`config.mk`:
```
export PLATFORM = sky130hd
export DESIGN_NAME = tp_timer_pwm
export DESIGN_NICKNAME = d
export VERILOG_FILES = /design/src/rtl/tp_pkg.sv /design/src/rtl/tp_regs.sv /design/src/rtl/tp_count.sv /design/src/rtl/tp_pwmcmp.sv /design/src/rtl/tp_flags.sv /design/src/rtl/tp_timer_pwm.sv
export SDC_FILE = /design/constraint.sdc
export NUM_CORES = 1
export LEC_CHECK = 0
export BUFFER_PORTS_ARGS = -buffer_cell sky130_fd_sc_hd__buf_2
export CAP_MARGIN = 20
export CELL_PAD_IN_SITES_DETAIL_PLACEMENT = 0
export CELL_PAD_IN_SITES_GLOBAL_PLACEMENT = 1
export CORE_MARGIN = 1.5
export CORE_UTILIZATION = 50
export DETAILED_ROUTE_END_ITERATION = 8
export PLACE_DENSITY_LB_ADDON = 0.1
export SLEW_MARGIN = 20
export SYNTH_ARGS = -nofsm -noshare
export SYNTH_HDL_FRONTEND = slang
export SYNTH_HIERARCHICAL = 1
export SYNTH_SLANG_ARGS = --single-unit
```
`constraint.sdc`:
```
create_clock -name clk -period 4.4 [get_ports clk]
set_clock_uncertainty 0.15 [all_clocks]
set_input_delay 0 -clock clk [delete_from_list [all_inputs] [get_ports clk]]
set_output_delay 0 -clock clk [all_outputs]
set_load 0.005 [all_outputs]
```
`src/rtl/tp_pkg.sv`:
```
package tp_pkg;
    localparam int HALF_W  = 8;
    localparam int FULL_W  = 2 * HALF_W;
    localparam int LEN_W   = $clog2(HALF_W);
    localparam int ADDR_W  = 3;
    localparam int NFLAG   = 2;

    localparam logic [ADDR_W-1:0] A_CTRL   = 3'd0;
    localparam logic [ADDR_W-1:0] A_LEN    = 3'd1;
    localparam logic [ADDR_W-1:0] A_PER_LO = 3'd2;
    localparam logic [ADDR_W-1:0] A_PER_HI = 3'd3;
    localparam logic [ADDR_W-1:0] A_DTY_LO = 3'd4;
    localparam logic [ADDR_W-1:0] A_DTY_HI = 3'd5;
    localparam logic [ADDR_W-1:0] A_CLR    = 3'd6;

    typedef enum logic [1:0] {
        MODE_DUAL8   = 2'd0,
        MODE_T8_PWM8 = 2'd1,
        MODE_T16     = 2'd2,
        MODE_VPWM    = 2'd3
    } mode_e;

    typedef struct packed {
        mode_e             mode;
        logic              fast;
        logic              run_lo;
        logic              run_hi;
        logic [LEN_W-1:0]  len;
        logic [HALF_W-1:0] per_lo;
        logic [HALF_W-1:0] per_hi;
        logic [HALF_W-1:0] duty_lo;
        logic [HALF_W-1:0] duty_hi;
    } cfg_t;
endpackage

```
`src/rtl/tp_regs.sv`:
```
module tp_regs
    import tp_pkg::*;
(
    input  logic              clk,
    input  logic              rst_n,
    input  logic              wr_en,
    input  logic [ADDR_W-1:0] wr_addr,
    input  logic [HALF_W-1:0] wr_data,
    output cfg_t              cfg,
    output logic [NFLAG-1:0]  clr
);
    cfg_t cfg_d, cfg_q;

    always_comb begin
        cfg_d = cfg_q;
        clr   = '0;
        if (wr_en) begin
            case (wr_addr)
                A_CTRL: begin
                    cfg_d.mode   = mode_e'(wr_data[1:0]);
                    cfg_d.fast   = wr_data[2];
                    cfg_d.run_lo = wr_data[3];
                    cfg_d.run_hi = wr_data[4];
                end
                A_LEN:    cfg_d.len     = wr_data[LEN_W-1:0];
                A_PER_LO: cfg_d.per_lo  = wr_data;
                A_PER_HI: cfg_d.per_hi  = wr_data;
                A_DTY_LO: cfg_d.duty_lo = wr_data;
                A_DTY_HI: cfg_d.duty_hi = wr_data;
                A_CLR:    clr           = wr_data[NFLAG-1:0];
                default:  ;
            endcase
        end
    end

    always_ff @(posedge clk or negedge rst_n) begin
        if (!rst_n) cfg_q <= '0;
        else        cfg_q <= cfg_d;
    end

    assign cfg = cfg_q;
endmodule

```
`src/rtl/tp_count.sv`:
```
module tp_count
    import tp_pkg::*;
(
    input  logic              clk,
    input  logic              rst_n,
    input  cfg_t              cfg,
    input  logic              cyc_stb,
    output logic [FULL_W-1:0] cnt,
    output logic [FULL_W-1:0] duty_sh,
    output logic [LEN_W-1:0]  len_sh,
    output logic              wrap_lo,
    output logic              wrap_hi
);
    localparam int LEN_BASE = HALF_W + 1;

    typedef struct packed {
        logic [FULL_W-1:0] cnt;
        logic [FULL_W-1:0] duty;
        logic [LEN_W-1:0]  len;
    } st_t;

    st_t st_d, st_q;
    logic [HALF_W-1:0] lo, hi;
    logic [FULL_W:0]   span;
    logic [FULL_W-1:0] top_val;
    logic              en_wide;

    assign lo      = st_q.cnt[HALF_W-1:0];
    assign hi      = st_q.cnt[FULL_W-1:HALF_W];
    assign span    = {{FULL_W{1'b0}}, 1'b1} << (LEN_BASE + int'(st_q.len));
    assign top_val = span[FULL_W-1:0] - 1'b1;
    assign en_wide = cfg.fast | cyc_stb;

    always_comb begin
        st_d    = st_q;
        wrap_lo = 1'b0;
        wrap_hi = 1'b0;
        if (!cfg.run_hi) begin
            st_d.duty = {cfg.duty_hi, cfg.duty_lo};
            st_d.len  = cfg.len;
        end
        case (cfg.mode)
            MODE_DUAL8, MODE_T8_PWM8: begin
                if (!cfg.run_lo) begin
                    st_d.cnt[HALF_W-1:0] = '0;
                end else if (cyc_stb) begin
                    if (lo >= cfg.per_lo) begin
                        st_d.cnt[HALF_W-1:0] = '0;
                        wrap_lo = 1'b1;
                    end else begin
                        st_d.cnt[HALF_W-1:0] = lo + 1'b1;
                    end
                end
                if (!cfg.run_hi) begin
                    st_d.cnt[FULL_W-1:HALF_W] = '0;
                end else if (cyc_stb) begin
                    if ((cfg.mode == MODE_DUAL8) ? (hi >= cfg.per_hi) : (hi == '1)) begin
                        st_d.cnt[FULL_W-1:HALF_W] = '0;
                        wrap_hi = 1'b1;
                        if (cfg.mode == MODE_T8_PWM8)
                            st_d.duty[FULL_W-1:HALF_W] = cfg.duty_hi;
                    end else begin
                        st_d.cnt[FULL_W-1:HALF_W] = hi + 1'b1;
                    end
                end
            end
            MODE_T16: begin
                if (!cfg.run_hi) begin
                    st_d.cnt = '0;
                end else if (en_wide) begin
                    if (st_q.cnt >= {cfg.per_hi, cfg.per_lo}) begin
                        st_d.cnt = '0;
                        wrap_hi  = 1'b1;
                    end else begin
                        st_d.cnt = st_q.cnt + 1'b1;
                    end
                end
            end
            default: begin
                if (!cfg.run_hi) begin
                    st_d.cnt = '0;
                end else if (en_wide) begin
                    if (st_q.cnt >= top_val) begin
                        st_d.cnt  = '0;
                        wrap_hi   = 1'b1;
                        st_d.duty = {cfg.duty_hi, cfg.duty_lo};
                        st_d.len  = cfg.len;
                    end else begin
                        st_d.cnt = st_q.cnt + 1'b1;
                    end
                end
            end
        endcase
    end

    always_ff @(posedge clk or negedge rst_n) begin
        if (!rst_n) st_q <= '0;
        else        st_q <= st_d;
    end

    assign cnt     = st_q.cnt;
    assign duty_sh = st_q.duty;
    assign len_sh  = st_q.len;
endmodule

```
`src/rtl/tp_pwmcmp.sv`:
```
module tp_pwmcmp
    import tp_pkg::*;
(
    input  mode_e             mode,
    input  logic              run_hi,
    input  logic [FULL_W-1:0] cnt,
    input  logic [FULL_W-1:0] duty_sh,
    output logic              pwm
);
    logic below_byte, below_wide;

    assign below_byte = cnt[FULL_W-1:HALF_W] < duty_sh[FULL_W-1:HALF_W];
    assign below_wide = cnt < duty_sh;

    always_comb begin
        case (mode)
            MODE_T8_PWM8: pwm = run_hi & below_byte;
            MODE_VPWM:    pwm = run_hi & below_wide;
            default:      pwm = 1'b0;
        endcase
    end
endmodule

```
`src/rtl/tp_flags.sv`:
```
module tp_flags #(
    parameter int N = 2
) (
    input  logic         clk,
    input  logic         rst_n,
    input  logic [N-1:0] set,
    input  logic [N-1:0] clr,
    output logic [N-1:0] flags
);
    logic [N-1:0] flag_d, flag_q;

    for (genvar i = 0; i < N; i++) begin : g_flag
        always_comb flag_d[i] = set[i] | (flag_q[i] & ~clr[i]);
    end

    always_ff @(posedge clk or negedge rst_n) begin
        if (!rst_n) flag_q <= '0;
        else        flag_q <= flag_d;
    end

    assign flags = flag_q;
endmodule

```
`src/rtl/tp_timer_pwm.sv`:
```
module tp_timer_pwm
    import tp_pkg::*;
(
    input  logic              clk,
    input  logic              rst_n,
    input  logic              cyc_stb,
    input  logic              wr_en,
    input  logic [ADDR_W-1:0] wr_addr,
    input  logic [HALF_W-1:0] wr_data,
    output logic              pwm_out,
    output logic              irq,
    output logic              flag_lo,
    output logic              flag_hi
);
    cfg_t              cfg;
    logic [NFLAG-1:0]  clr;
    logic [NFLAG-1:0]  flags;
    logic [FULL_W-1:0] cnt;
    logic [FULL_W-1:0] duty_sh;
    logic [LEN_W-1:0]  len_sh;
    logic              wrap_lo, wrap_hi;

    tp_regs u_regs (
        .clk(clk), .rst_n(rst_n), .wr_en(wr_en), .wr_addr(wr_addr),
        .wr_data(wr_data), .cfg(cfg), .clr(clr)
    );

    tp_count u_cnt (
        .clk(clk), .rst_n(rst_n), .cfg(cfg), .cyc_stb(cyc_stb),
        .cnt(cnt), .duty_sh(duty_sh), .len_sh(len_sh),
        .wrap_lo(wrap_lo), .wrap_hi(wrap_hi)
    );

    tp_pwmcmp u_cmp (
        .mode(cfg.mode), .run_hi(cfg.run_hi), .cnt(cnt),
        .duty_sh(duty_sh), .pwm(pwm_out)
    );

    tp_flags #(.N(NFLAG)) u_flags (
        .clk(clk), .rst_n(rst_n), .set({wrap_hi, wrap_lo}),
        .clr(clr), .flags(flags)
    );

    assign flag_lo = flags[0];
    assign flag_hi = flags[1];
    assign irq     = |flags;
endmodule

```
* Word-level counts from Yosys, hierarchy flattened
Index checks and enable logic that the tools add are counted.
Cells by class: eq/ne operators 14, shifts and indexed selects 1, $lt $le $gt $ge 6, multiplexer cells 40, reductions and logical operators 13, bitwise operators 9, add/sub/neg operators 5
Operators with widths (number):
- $mux W16 | 5
- $mux W8 | 10
- $mux W19 | 3
- $mux W35 | 1
- $ge A16 B16 Y1 | 2
- $pmux W16 S2 | 1
- $shl A1 B32 Y16 const A | 1
- $add A16 B1 Y16 const B | 1
- $add A8 B1 Y8 const B | 2
- $ge A8 B8 Y1 | 2
- $lt A16 B16 Y1 | 1
- $pmux W8 S2 | 1
- $sub A16 B1 Y16 const B | 1
- $mux W1 | 14
- $reduce_and A2 Y1 | 6
- $mux W11 | 1
- $eq A3 B3 Y1 const B | 3
- $eq A8 B8 Y1 const B | 1
- $lt A8 B8 Y1 | 1
- $eq A3 B2 Y1 const B | 2
- $ne A3 B3 Y1 const B | 2
- $reduce_and A3 Y1 | 2
- $add A4 B3 Y5 const A | 1
- $and A1 B1 Y1 | 4
- 13 further kinds | 20
Storage, ports and cells: register bits 77

* Longest topological paths before layout
Gate-level depths: netlist of the first run.
depth after elaboration 9, gate-level depth with buffers 17, depth with buffers taken out 15

* By module
The synthesis of the first run kept the hierarchy.
By module, submodules not included:
- tp_count | cells each 317, area each 2837.7 µm², instances 1
- tp_regs | cells each 92, area each 1656.6 µm², instances 1
- tp_pwmcmp | cells each 62, area each 430.4 µm², instances 1
- tp_flags | cells each 6, area each 72.6 µm², instances 1
- tp_timer_pwm | cells each 1, area each 6.3 µm², instances 1

* Worst setup path after synthesis of the first run
OpenSTA, ideal clock, no wires.
path kind register to register, start point register u_cnt.st_q (netlist bit u_cnt/len_sh[1]), end point register u_cnt.st_q (netlist bit u_cnt/duty_sh[10]), required time 4.125 ns, stages on the path, launching flop included 18, arrival time 3.471 ns, slack 0.653 ns, period minus slack after synthesis 3.747 ns, path through dfrtp_1 -> clkbuf_1 -> nand2_1 -> inv_1 -> ha_1 -> a31oi_1 -> nor2_1 -> o21ai_0 -> o31ai_1 -> ha_1 -> a21oi_1 -> a31oi_1 -> a211o_1 -> a21oi_2 -> nand2_1 -> a31o_1 -> buf_6 -> mux2_4
RTL lines:
- start, declared | RTL line tp_count.sv:22 | st_t st_d, st_q;
- start signal, assigned | RTL line tp_count.sv:98 | else st_q <= st_d;

==> impl_results.md, run 1 <==
- Outcome: completed
- Iter 0 DRT Violations: between 150 and 200
- Pint: around 0.0016 W
- Die width: 103 microns
- Routed Antenna Nets: 0
- Layout net count: around 580
- Mux contribution to synthesized area: 0.151
- RSZ-0062 raised after global routing: no
- Port bufs: 18
- Syn avg cell area: approximately 10 sq um
- Largest family of logic cells by synthesized area: multiplexers
- Vias in the first global route: 3637
- Max_cap viols: 0
- Antenna fix cells: 0
- # rows: 36
- CP max FO: 8
- Post-detail-place hpwl: 8.55 mm
- Setup TNS: 0 ps
- Core area: roughly 0.0097 sq mm
- Clock sinks: between 70 and 80
- Netlist cell types: 58
- Slew margin rel.: 0.418
- Cell Area, Synth: between 0.005 and 0.006 sq mm
- Mapped Cells: ~480
- CTS buffer count: 9
- Seq cells post-synth: 77
- Register area: 0.00193 sq mm
- Fillers: 883
- Slew @ Worst Pin: 873 ps
- R2R depth: 15
- Syn Nets: 543
- Routed len/inst: approximately 18 microns
- Post-Synth Adder-Cell Area: 0.125
- Net Sw Power: roughly 0.00094 W
- Routability cong.: ~0.87
- Sequential power share: 0.415
- Area Overhead vs Synth: 11.4%
- Clock share of power: 0.198
- # setup viols final: 0
- Dpl cells: between 600 and 700
- Setup crit start kind: flip-flop
- Worst-path clk slew: around 90 ps
- Initial Utilization: 0.514
- Fmax: 257 MHz
- Setup ws final: around 520 ps
- Synth top area share: 0.385
- DIE HEIGHT: 103 microns
- Vias per cell: roughly 5.7
- Initial antenna violation count: 0
- Power Density: ~450 mW/mm^2
- Combinational share of power: 0.387
- Synth Area in Simple Gates: 0.143
- Max Slew Vio Count: 0
- Dpl ws: ~560 ps
- Sw frac: 0.375
- Reg-to-reg startpoint: u_cnt/len_sh[1]
- Overflow after GRT: 0
- Total I/O pin count: 19
- Skew-Pair Late Insertion Delay: 350 ps
- Max VDD drop: approximately 0.00024 V
- Register-to-register setup slack: 520 ps
- Drt pass-1 iters: 4
- GR Util All Layers: 0.239
- Hold Vio Cnt, Final: 0
- Leak Pwr: roughly 2.6 nW
- Root Buffer: clkbuf_8
- R2R Path End: u_cnt/duty_sh[9]
- Leading cell type in the layout, fill and taps excluded: dfrtp_1
- Synth area leaders: dfrtp_1, ha_1, mux2_2
- Vias: between 3000 and 4000
- Xor and xnor area share after synthesis: 0.00525
- Pin count of the biggest net entering global routing: 78
- Min cycle time layout: slightly below 4000 ps
- Async set-reset flop share out of synthesis: 1.00
- Worst hold-check path type: in2async
- Req. time, crit path: between 4000 and 5000 ps
- Ys Warns: 6
- H-tree level count: 3
- First-pass GRT wire length: approximately 19 mm
- Leading cell types in the layout, fill and taps excluded: dfrtp_1, ha_1, inv_1
- Layout cell share with drive strength beyond 1: 0.218
- CTS tree: yes
- Number of synthesized flops with an enable pin: 0
- Setup crit end kind: flip-flop
- Synth Area in Compound Gates: 0.142
- Area of the multi-input gates: 0.00284 sq mm
- Overall die area: 0.0106 sq mm
- Routed WL: around 12 mm
- Final Non-Filler Cells: about 660
- Bufs on Longest Clock Path: 2
- Sequential area share after synthesis: 0.385
- Setup CP Type: reg2reg
- CTS resizes: 0
- Post-route DRC: 0
- Part of the cycle the worst path needs: 0.883
- Worst EP arrival: between 3000 and 4000 ps
- Dominant cell type by area after synthesis: dfrtp_1
- Most used DFF post-synth: dfrtp_1
cells by family after synthesis:
| logic type | Yosys count |
|---|---|
| muxes | 59 |
| buffers and inverters | 56 |
| AOI/OAI and AO/OA | 108 |
| DFF | 77 |
| and+or+nand+nor | 125 |
| xor gates and xnor gates | 3 |
| adders and majority gates | 50 |
synth_stat cells (3+ instances only):
library cell  count
o21a_1            5
nand2b_1          8
and3_1            4
a21oi_1          27
o311ai_0          4
o21ai_0          24
a311oi_1          4
buf_2             3
dfrtp_1          77
mux2_2           35
clkbuf_1          3
buf_6             3
inv_1            45
a31oi_1           6
o31ai_1           6
a21o_1            8
nor2_1           22
nand2_1          30
a211oi_1          4
nand4_1           8
nor3_1            8
nand3_1          18
nor4_1            3
mux2_4           24
ha_1             50
nor4b_1           3
layout make-up:
| class | count | area share |
|---|---|---|
| inverter | 45 | 0.0303 |
| sequential | 77 | 0.346 |
| clock inverter | 5 | 0.00651 |
| clock buffer | 10 | 0.0247 |
| tap | 133 | 0.0299 |
| multi-input combinational | 345 | 0.509 |
| timing repair buffer | 40 | 0.0543 |
power groups by stage:
stage / Clock (W) / Combinational (W) / Sequential [W]
final: 0.000494 / 0.000969 / 0.00104
after global routing: 0.000538 / 0.00109 / 0.00106
after CTS: 0.000512 / 0.000967 / 0.00104
after detailed placement: 0 / 0.000954 / 0.00105
after global placement: 0 / 0.000920 / 0.00104
after floorplan: 0 / 0.000750 / 0.000992
critical path: stages (launching register included):
cell and delay [ps]:
dfrtp_1 350, nand2_1 100, inv_1 170, ha_1 320
a31oi_1 120, nor2_1 330, o21ai_0 160, o31ai_1 100
ha_1 310, a21oi_1 170, a31oi_1 110, a211o_1 300
a21oi_2 200, nand2_1 80, a31o_1 420, mux2_4 370
layer usage:
layer | track usage | vias up | wire length (microns)
met5 | 0 | - | 0
met3 | 0.0264 | 13 | 320
met2 | 0.399 | 70 | 5640
met1 | 0.326 | 1821 | 5660
li1 | - | 1833 | -
met4 | 0.0769 | 0 | 146
how the worst max path moves through the flow:
stage	startpoint	slack, ps	depth (start not counted)	endpoint
final	u_cnt/len_sh[1]	520	15	u_cnt/duty_sh[9]
after global routing	u_cnt/len_sh[1]	170	15	u_cnt/duty_sh[9]
after CTS	u_cnt/len_sh[1]	520	15	u_cnt/duty_sh[9]
after detailed placement	u_cnt/len_sh[1]	560	15	u_cnt/duty_sh[9]
after global placement	u_cnt/len_sh[1]	700	15	u_cnt/duty_sh[13]
after floorplan	u_cnt/len_sh[1]	650	17	u_cnt/duty_sh[10]
state kept, by name, indices dropped and copies added (netlist names):
name	cells
u_cnt/len_sh	3
u_cnt/cnt	16
u_flags/flags	2
u_cnt/duty_sh	16
u_regs/cfg	40
timing repair:
action                                 4_1_cts  5_1_grt
endpoints found under the hold margin      119        0
buffers inserted                             0        0
hold buffers                                13        0
per-stage QoR:
stage	power, W	hold slack [ps]	cell area (sq um)	util
2_1_floorplan	0.00174	-446	5000	-
3_3_place_gp	0.00196	69.4	5250	0.540
3_5_place_dp	0.00200	76.1	5250	0.540
4_1_cts	0.00252	7.46	5550	0.571
5_1_grt	0.00269	27.4	5570	0.573
6_report	0.00250	9.22	5570	0.573
(Power assumes the default switching activity.)
==> inputs of run 2 (changes only) <==
--- a/config.mk
+++ b/config.mk
@@ -9,7 +9,7 @@
 export CAP_MARGIN = 20
 export CELL_PAD_IN_SITES_DETAIL_PLACEMENT = 0
 export CELL_PAD_IN_SITES_GLOBAL_PLACEMENT = 1
-export CORE_MARGIN = 1.5
+export CORE_MARGIN = 2
 export CORE_UTILIZATION = 50
 export DETAILED_ROUTE_END_ITERATION = 8
 export PLACE_DENSITY_LB_ADDON = 0.1
==> impl_results.md, run 2 (synthesized netlist as in run 1, its figures left out) <==
- Outcome: completed (unchanged)
- Req. time, crit path: 4490 ps (was 4480 ps)
- Number of buffers and inverters on the critical path: 1 (unchanged)
- Min cycle time layout: 3890 ps (was 3880 ps)
- Max reg flops: 40 (unchanged)
- Post-route DRC: 0 (unchanged)
- Max Slew Vio Count: 0 (unchanged)
- Vias in the first global route: 3737 (was 3637)
- # setup viols final: 0 (unchanged)
- Setup CP Type: reg2reg (unchanged)
- Min-Delay Startpoint: wr_en
- Max VDD drop: 0.000248 V (was 0.000241 V)
- Post-detail-place hpwl: 8.39 mm (was 8.55 mm)
- Routed Antenna Nets: 0 (unchanged)
- Hold EP: u_flags/flags[1]
- Root Buffer: clkbuf_8 (unchanged)
- Antenna fix cells: 0 (unchanged)
- Leading cell types in the layout, fill and taps excluded: dfrtp_1, ha_1, inv_1 (unchanged)
- Slowest CP cell: a31o_1 (unchanged)
- Routed WL: 11.6 mm (was 11.8 mm)
- Drt pass-1 iters: 5 (was 4)
- Skew-Pair Late Insertion Delay: 360 ps (was 350 ps)
- RSZ-0062 raised after global routing: no (unchanged)
- Total I/O pin count: 19 (unchanged)
- H-tree level count: 3 (unchanged)
- DIE HEIGHT: 104 microns (was 103 microns)
- Register-to-register setup slack: 510 ps (was 520 ps)
- Slew @ Worst Pin: 945 ps (was 873 ps)
- Part of the cycle the worst path needs: 0.883 (about the same)
- Bufs on Longest Clock Path: 2 (unchanged)
- Cell area after layout: 0.00559 sq mm (was 0.00557 sq mm)
- Hold Vio Cnt, Final: 0 (unchanged)
- R2R Path End: u_cnt/duty_sh[15] (was u_cnt/duty_sh[9])
- Reg-to-reg startpoint: u_cnt/len_sh[1] (unchanged)
- Clock sinks: 77 (unchanged)
- Routed len/inst: 17.8 microns (was 18.0 microns)
- Vias per cell: 5.71 (about the same)
- Leading cell type in the layout, fill and taps excluded: dfrtp_1 (unchanged)
- Layout cell share with drive strength beyond 1: 0.211 (was 0.218)
- Worst EP arrival: 3970 ps (about the same)
- Setup crit end kind: flip-flop (unchanged)
- Placed Area: 0.00524 sq mm (was 0.00525 sq mm)
- Die width: 104 microns (was 103 microns)
- Overall die area: 0.0108 sq mm (was 0.0106 sq mm)
- Slew margin rel.: 0.370 (was 0.418)
- CP max FO: 8 (unchanged)
- Layout net count: 581 (was 583)
- First-pass GRT wire length: 19.2 mm (was 18.7 mm)
- Delay-heaviest family, CP: compound AO/OA/AOI/OAI gates (unchanged)
- Worst-path clk slew: 80 ps (was 90 ps)
- Fillers: 913 (was 883)
- WHS Path Cells: 4
- Hold Slack: 14.7 ps (was 9.22 ps)
- Pin count of the biggest net entering global routing: 78 (unchanged)
- Area Overhead vs Synth: 11.8% (was 11.4%)
- Leak Pwr: 2.64 nW (was 2.63 nW)
- # rows: 36 (unchanged)
- Post-CTS Setup Repair Bufs: 0 (unchanged)
- Dpl cells: 625 (was 626)
- CTS Hold Buffers Added: 13 (unchanged)
- Worst hold-check path type: in2reg (was in2async)
- Critical path's largest stage delay: 430 ps (was 420 ps)
- Final core occ: 0.575 (was 0.573)
- R2R depth: 15 (unchanged)
- Iter 0 DRT Violations: 197 (was 174)
- Power Density: 466 mW/mm^2 (was 449 mW/mm^2)
- Overflow after GRT: 0 (unchanged)
- Setup TNS: 0 ps (unchanged)
- Port bufs: 18 (unchanged)
- Max_cap viols: 0 (unchanged)
- Routability cong.: 0.847 (was 0.873)
- Fmax: 257 MHz (about the same)
- Final Non-Filler Cells: 654 (was 655)
- CTS resizes: 0 (unchanged)
- CTS tree: yes (unchanged)
- Setup crit start kind: flip-flop (unchanged)
- Vias: 3735 (was 3737)
- Worst-path cell chain: nand2_1 > inv_1 > ha_1 > a31oi_1 > nor2_1 > o21ai_0 > o31ai_1 > ha_1 > a21oi_1 > a31oi_1 > a211o_1 > a21oi_2 > nand2_1 > a31o_1 > mux2_4 (unchanged)
- CTS buffer count: 9 (unchanged)
- GR Util All Layers: 0.225 (was 0.239)
- Initial Utilization: 0.514 (unchanged)
- Core area: 0.00973 sq mm (unchanged)
- Initial antenna violation count: 0 (unchanged)
==> run 2: cell count changes in the layout (fill, tap and decap cells not counted), sizes merged <==
cell / change
inv: -1
buf: -2
clkinvlp: -3
bufinv: +2
clkbuf: +3
==> run 2: worst max-delay path by stage <==
stage                         start                 to  slack [ps]  cells after the start
finish              u_cnt/len_sh[1]  u_cnt/duty_sh[15]         510                     15
global route        u_cnt/len_sh[1]       u_cnt/cnt[4]         200                     15
CTS                 u_cnt/len_sh[1]  u_cnt/duty_sh[15]         520                     15
detailed placement  u_cnt/len_sh[1]  u_cnt/duty_sh[15]         540                     15
global placement    u_cnt/len_sh[1]  u_cnt/duty_sh[15]         660                     15
floorplan           u_cnt/len_sh[1]  u_cnt/duty_sh[10]         650                     17
==> run 2: worst reg2reg max path, stage by stage (launching register included) <==
cell and delay [ps]:
dfrtp_1 350, nand2_1 100, inv_1 160, ha_1 330, a31oi_1 120, nor2_1 330
o21ai_0 160, o31ai_1 100, ha_1 310, a21oi_1 170, a31oi_1 110, a211o_1 300
a21oi_2 200, nand2_1 80, a31o_1 430, mux2_4 380
==> run 2: area by class of cell <==
| cell class | instances | area (sq um) | share of cell area |
|---|---|---|---|
| inverter | 45 | 169 | 0.0302 |
| tap | 133 | 166 | 0.0297 |
| clock inverter | 3 | 68.8 | 0.0123 |
| multi-input combinational | 345 | 2840 | 0.507 |
| clock buffer | 13 | 149 | 0.0266 |
| sequential | 77 | 1930 | 0.344 |
| timing repair buffer | 38 | 279 | 0.0499 |
==> run 2: routing by layer <==
layer / vias to the layer above / routed length (microns) / global-route usage
li1: 1840 / - / -
met1: 1817 / 5540 / 0.311
met2: 67 / 5570 / 0.368
met3: 11 / 346 / 0.0244
met4: 0 / 156 / 0.0753
met5: - / 0 / 0
==> run 2: through the flow <==
| step | setup WS (ps) | power, W |
|---|---|---|
| 2_1_floorplan | 653 | 0.00174 |
| 3_3_place_gp | 660 | 0.00196 |
| 3_5_place_dp | 541 | 0.00200 |
| 4_1_cts | 523 | 0.00262 |
| 5_1_grt | 198 | 0.00279 |
| 6_report | 513 | 0.00260 |
==> run 2: power by group <==
group	leakage (nW)	switching, W	internal [W]
registers	0.954	0.000152	0.000882
clock network	0.108	0.000269	0.000337
logic	1.58	0.000503	0.000463
==> inputs of run 3 (changes only) <==
--- a/config.mk
+++ b/config.mk
@@ -10,7 +10,8 @@
 export CELL_PAD_IN_SITES_DETAIL_PLACEMENT = 0
 export CELL_PAD_IN_SITES_GLOBAL_PLACEMENT = 1
 export CORE_MARGIN = 2
-export CORE_UTILIZATION = 50
+export CORE_UTILIZATION = 52
+export CTS_BUF_LIST = sky130_fd_sc_hd__clkbuf_4 sky130_fd_sc_hd__clkbuf_8
 export DETAILED_ROUTE_END_ITERATION = 8
 export PLACE_DENSITY_LB_ADDON = 0.1
 export SLEW_MARGIN = 20
==> impl_results.md, run 3 (synthesized netlist as in run 1, its figures left out) <==
- Total I/O pin count: 19 (unchanged)
- Part of the cycle the worst path needs: 0.923 (was 0.883)
- Drt pass-1 iters: 5 (unchanged)
- Fillers: 820 (was 913)
- Core area: 0.00928 sq mm (was 0.00973 sq mm)
- Req. time, crit path: 4490 ps (about the same)
- Post-CTS Setup Repair Bufs: 0 (unchanged)
- Initial Utilization: 0.539 (was 0.514)
- Setup crit start kind: flip-flop (unchanged)
- Slew margin rel.: 0.343 (was 0.370)
- Post-detail-place hpwl: 8.39 mm (about the same)
- First-pass GRT wire length: 18.8 mm (was 19.2 mm)
- Die width: 102 microns (was 104 microns)
- Layout net count: 574 (was 581)
- Pin count of the biggest net entering global routing: 78 (unchanged)
- Bufs on Longest Clock Path: 2 (unchanged)
- # setup viols final: 0 (unchanged)
- Area Overhead vs Synth: 10.0% (was 11.8%)
- Worst-path clk slew: 80 ps (about the same)
- Vias: 3713 (was 3735)
- CTS tree: yes (unchanged)
- H-tree level count: 3 (unchanged)
- Slew @ Worst Pin: 986 ps (was 945 ps)
- Leak Pwr: 2.59 nW (was 2.64 nW)
- CTS buffer count: 9 (unchanged)
- Vias per cell: 5.78 (was 5.71)
- Routed Antenna Nets: 0 (unchanged)
- Setup crit end kind: flip-flop (unchanged)
- Antenna fix cells: 0 (unchanged)
- Cell area after layout: 0.00551 sq mm (was 0.00559 sq mm)
- Worst EP arrival: 4150 ps (was 3970 ps)
- Hold Vio Cnt, Final: 0 (unchanged)
- Setup CP Type: reg2reg (unchanged)
- Iter 0 DRT Violations: 117 (was 197)
- Area of the multi-input gates: 0.00284 sq mm (unchanged)
- Layout cell share with drive strength beyond 1: 0.212 (was 0.211)
- Power Density: 462 mW/mm^2 (was 466 mW/mm^2)
- Fmax: 246 MHz (was 257 MHz)
- # rows: 35 (was 36)
- CP max FO: 11 (was 8)
- GR Util All Layers: 0.238 (was 0.225)
- Max Slew Vio Count: 0 (unchanged)
- Port bufs: 18 (unchanged)
- Placed Area: 0.00521 sq mm (was 0.00524 sq mm)
- Register area: 0.00193 sq mm (about the same)
- Leading cell types in the layout, fill and taps excluded: dfrtp_1, ha_1, inv_1 (unchanged)
- Initial antenna violation count: 0 (unchanged)
- Max VDD drop: 0.000293 V (was 0.000248 V)
- Routability cong.: 0.937 (was 0.847)
- Routed WL: 11.5 mm (was 11.6 mm)
- Min cycle time layout: 4060 ps (was 3890 ps)
- Overflow after GRT: 0 (unchanged)
- Skew-Pair Late Insertion Delay: 350 ps (was 360 ps)
- Max reg flops: 40 (unchanged)
- Worst hold-check path type: in2reg (unchanged)
- Setup TNS: 0 ps (unchanged)
- Root Buffer: clkbuf_8 (unchanged)
- Vias in the first global route: 3687 (was 3737)
- Leading cell type in the layout, fill and taps excluded: dfrtp_1 (unchanged)
- Clock sinks: 77 (unchanged)
- RSZ-0062 raised after global routing: no (unchanged)
- Max_cap viols: 0 (unchanged)
- Outcome: completed (unchanged)
- Post-route DRC: 0 (unchanged)
- Routed len/inst: 18.0 microns (was 17.8 microns)
- Overall die area: 0.0104 sq mm (was 0.0108 sq mm)
- DIE HEIGHT: 102 microns (was 104 microns)
run 3: changes by cell type in the layout (fill, tap and decap cells not counted), sizes merged:
cell,change
buf,-4
bufinv,-1
clkbuf,-3
clkinvlp,+2
dlygate4sd3,-3
inv,+1
run 3: where the power goes:
part	switching, W	total, W	internal [W]
logic	0.000496	0.000958	0.000462
clock network	0.000269	0.000544	0.000276
registers	0.000161	0.00104	0.000883
total	0.000926	0.00255	0.00162
run 3: repair_timing:
| action | 4_1_cts | 5_1_grt |
|---|---|---|
| gates resized for setup | 0 | 1 |
| endpoints found under the setup margin | 0 | 8 |
| hold endpoints to repair | 119 | 0 |
| hold buffers | 10 | 0 |
run 3: path summary, 6_finish.rpt:
path | slack [ps] | cells past startpoint | start | to
worst max-delay path | 340 | 15 | u_cnt/len_sh[1] | u_cnt/duty_sh[12]
worst min-delay path | 8 | 4 | wr_addr[2] | u_flags/flags[0]
worst max register to register | 340 | 15 | u_cnt/len_sh[1] | u_cnt/duty_sh[12]
worst min register to register | 360 | 1 | u_regs/cfg[3] | u_cnt/duty_sh[11]
max in group asynchronous | 3190 | 2 | rst_n | u_cnt/len_sh[1]
min in group asynchronous | 210 | 2 | rst_n | u_regs/cfg[2]
run 3: critical path, stage by stage, from the launching register on:
cell	delay, ps
dfrtp_2	480
nand2_1	140
inv_1	170
ha_1	330
a31oi_1	120
nor2_1	320
o21ai_0	160
o31ai_1	100
ha_1	320
a21oi_1	160
a31oi_1	100
a211o_1	310
a21oi_2	210
nand2_1	80
a31o_1	430
mux2_4	370
run 3: area by class of cell:
| cell class | instances | share of cell area |
|---|---|---|
| inverter | 45 | 0.0307 |
| tap | 129 | 0.0293 |
| sequential | 77 | 0.350 |
| clock buffer | 10 | 0.0250 |
| clock inverter | 5 | 0.0107 |
| multi-input combinational | 345 | 0.515 |
| timing repair buffer | 31 | 0.0391 |
run 3: per-stage QoR:
step / instances / utilization / setup slack [ps] / total power, W / hold WS (ps)
floorplan: 478 / - / 653 / 0.00174 / -446
global placement: 617 / 0.561 / 400 / 0.00195 / 60.0
detailed placement: 617 / 0.561 / 239 / 0.00200 / 68.5
CTS: 642 / 0.593 / 234 / 0.00256 / 0.570
global route: 642 / 0.593 / 40.0 / 0.00272 / 26.7
finish: 642 / 0.593 / 339 / 0.00255 / 8.07
run 3: per-layer routing:
layer	up-vias	global-route usage	part of all wire
met5	-	0	0
met4	0	0.0872	0.017
met3	16	0.0246	0.027
met2	63	0.395	0.48
met1	1811	0.324	0.48
li1	1823	-	-
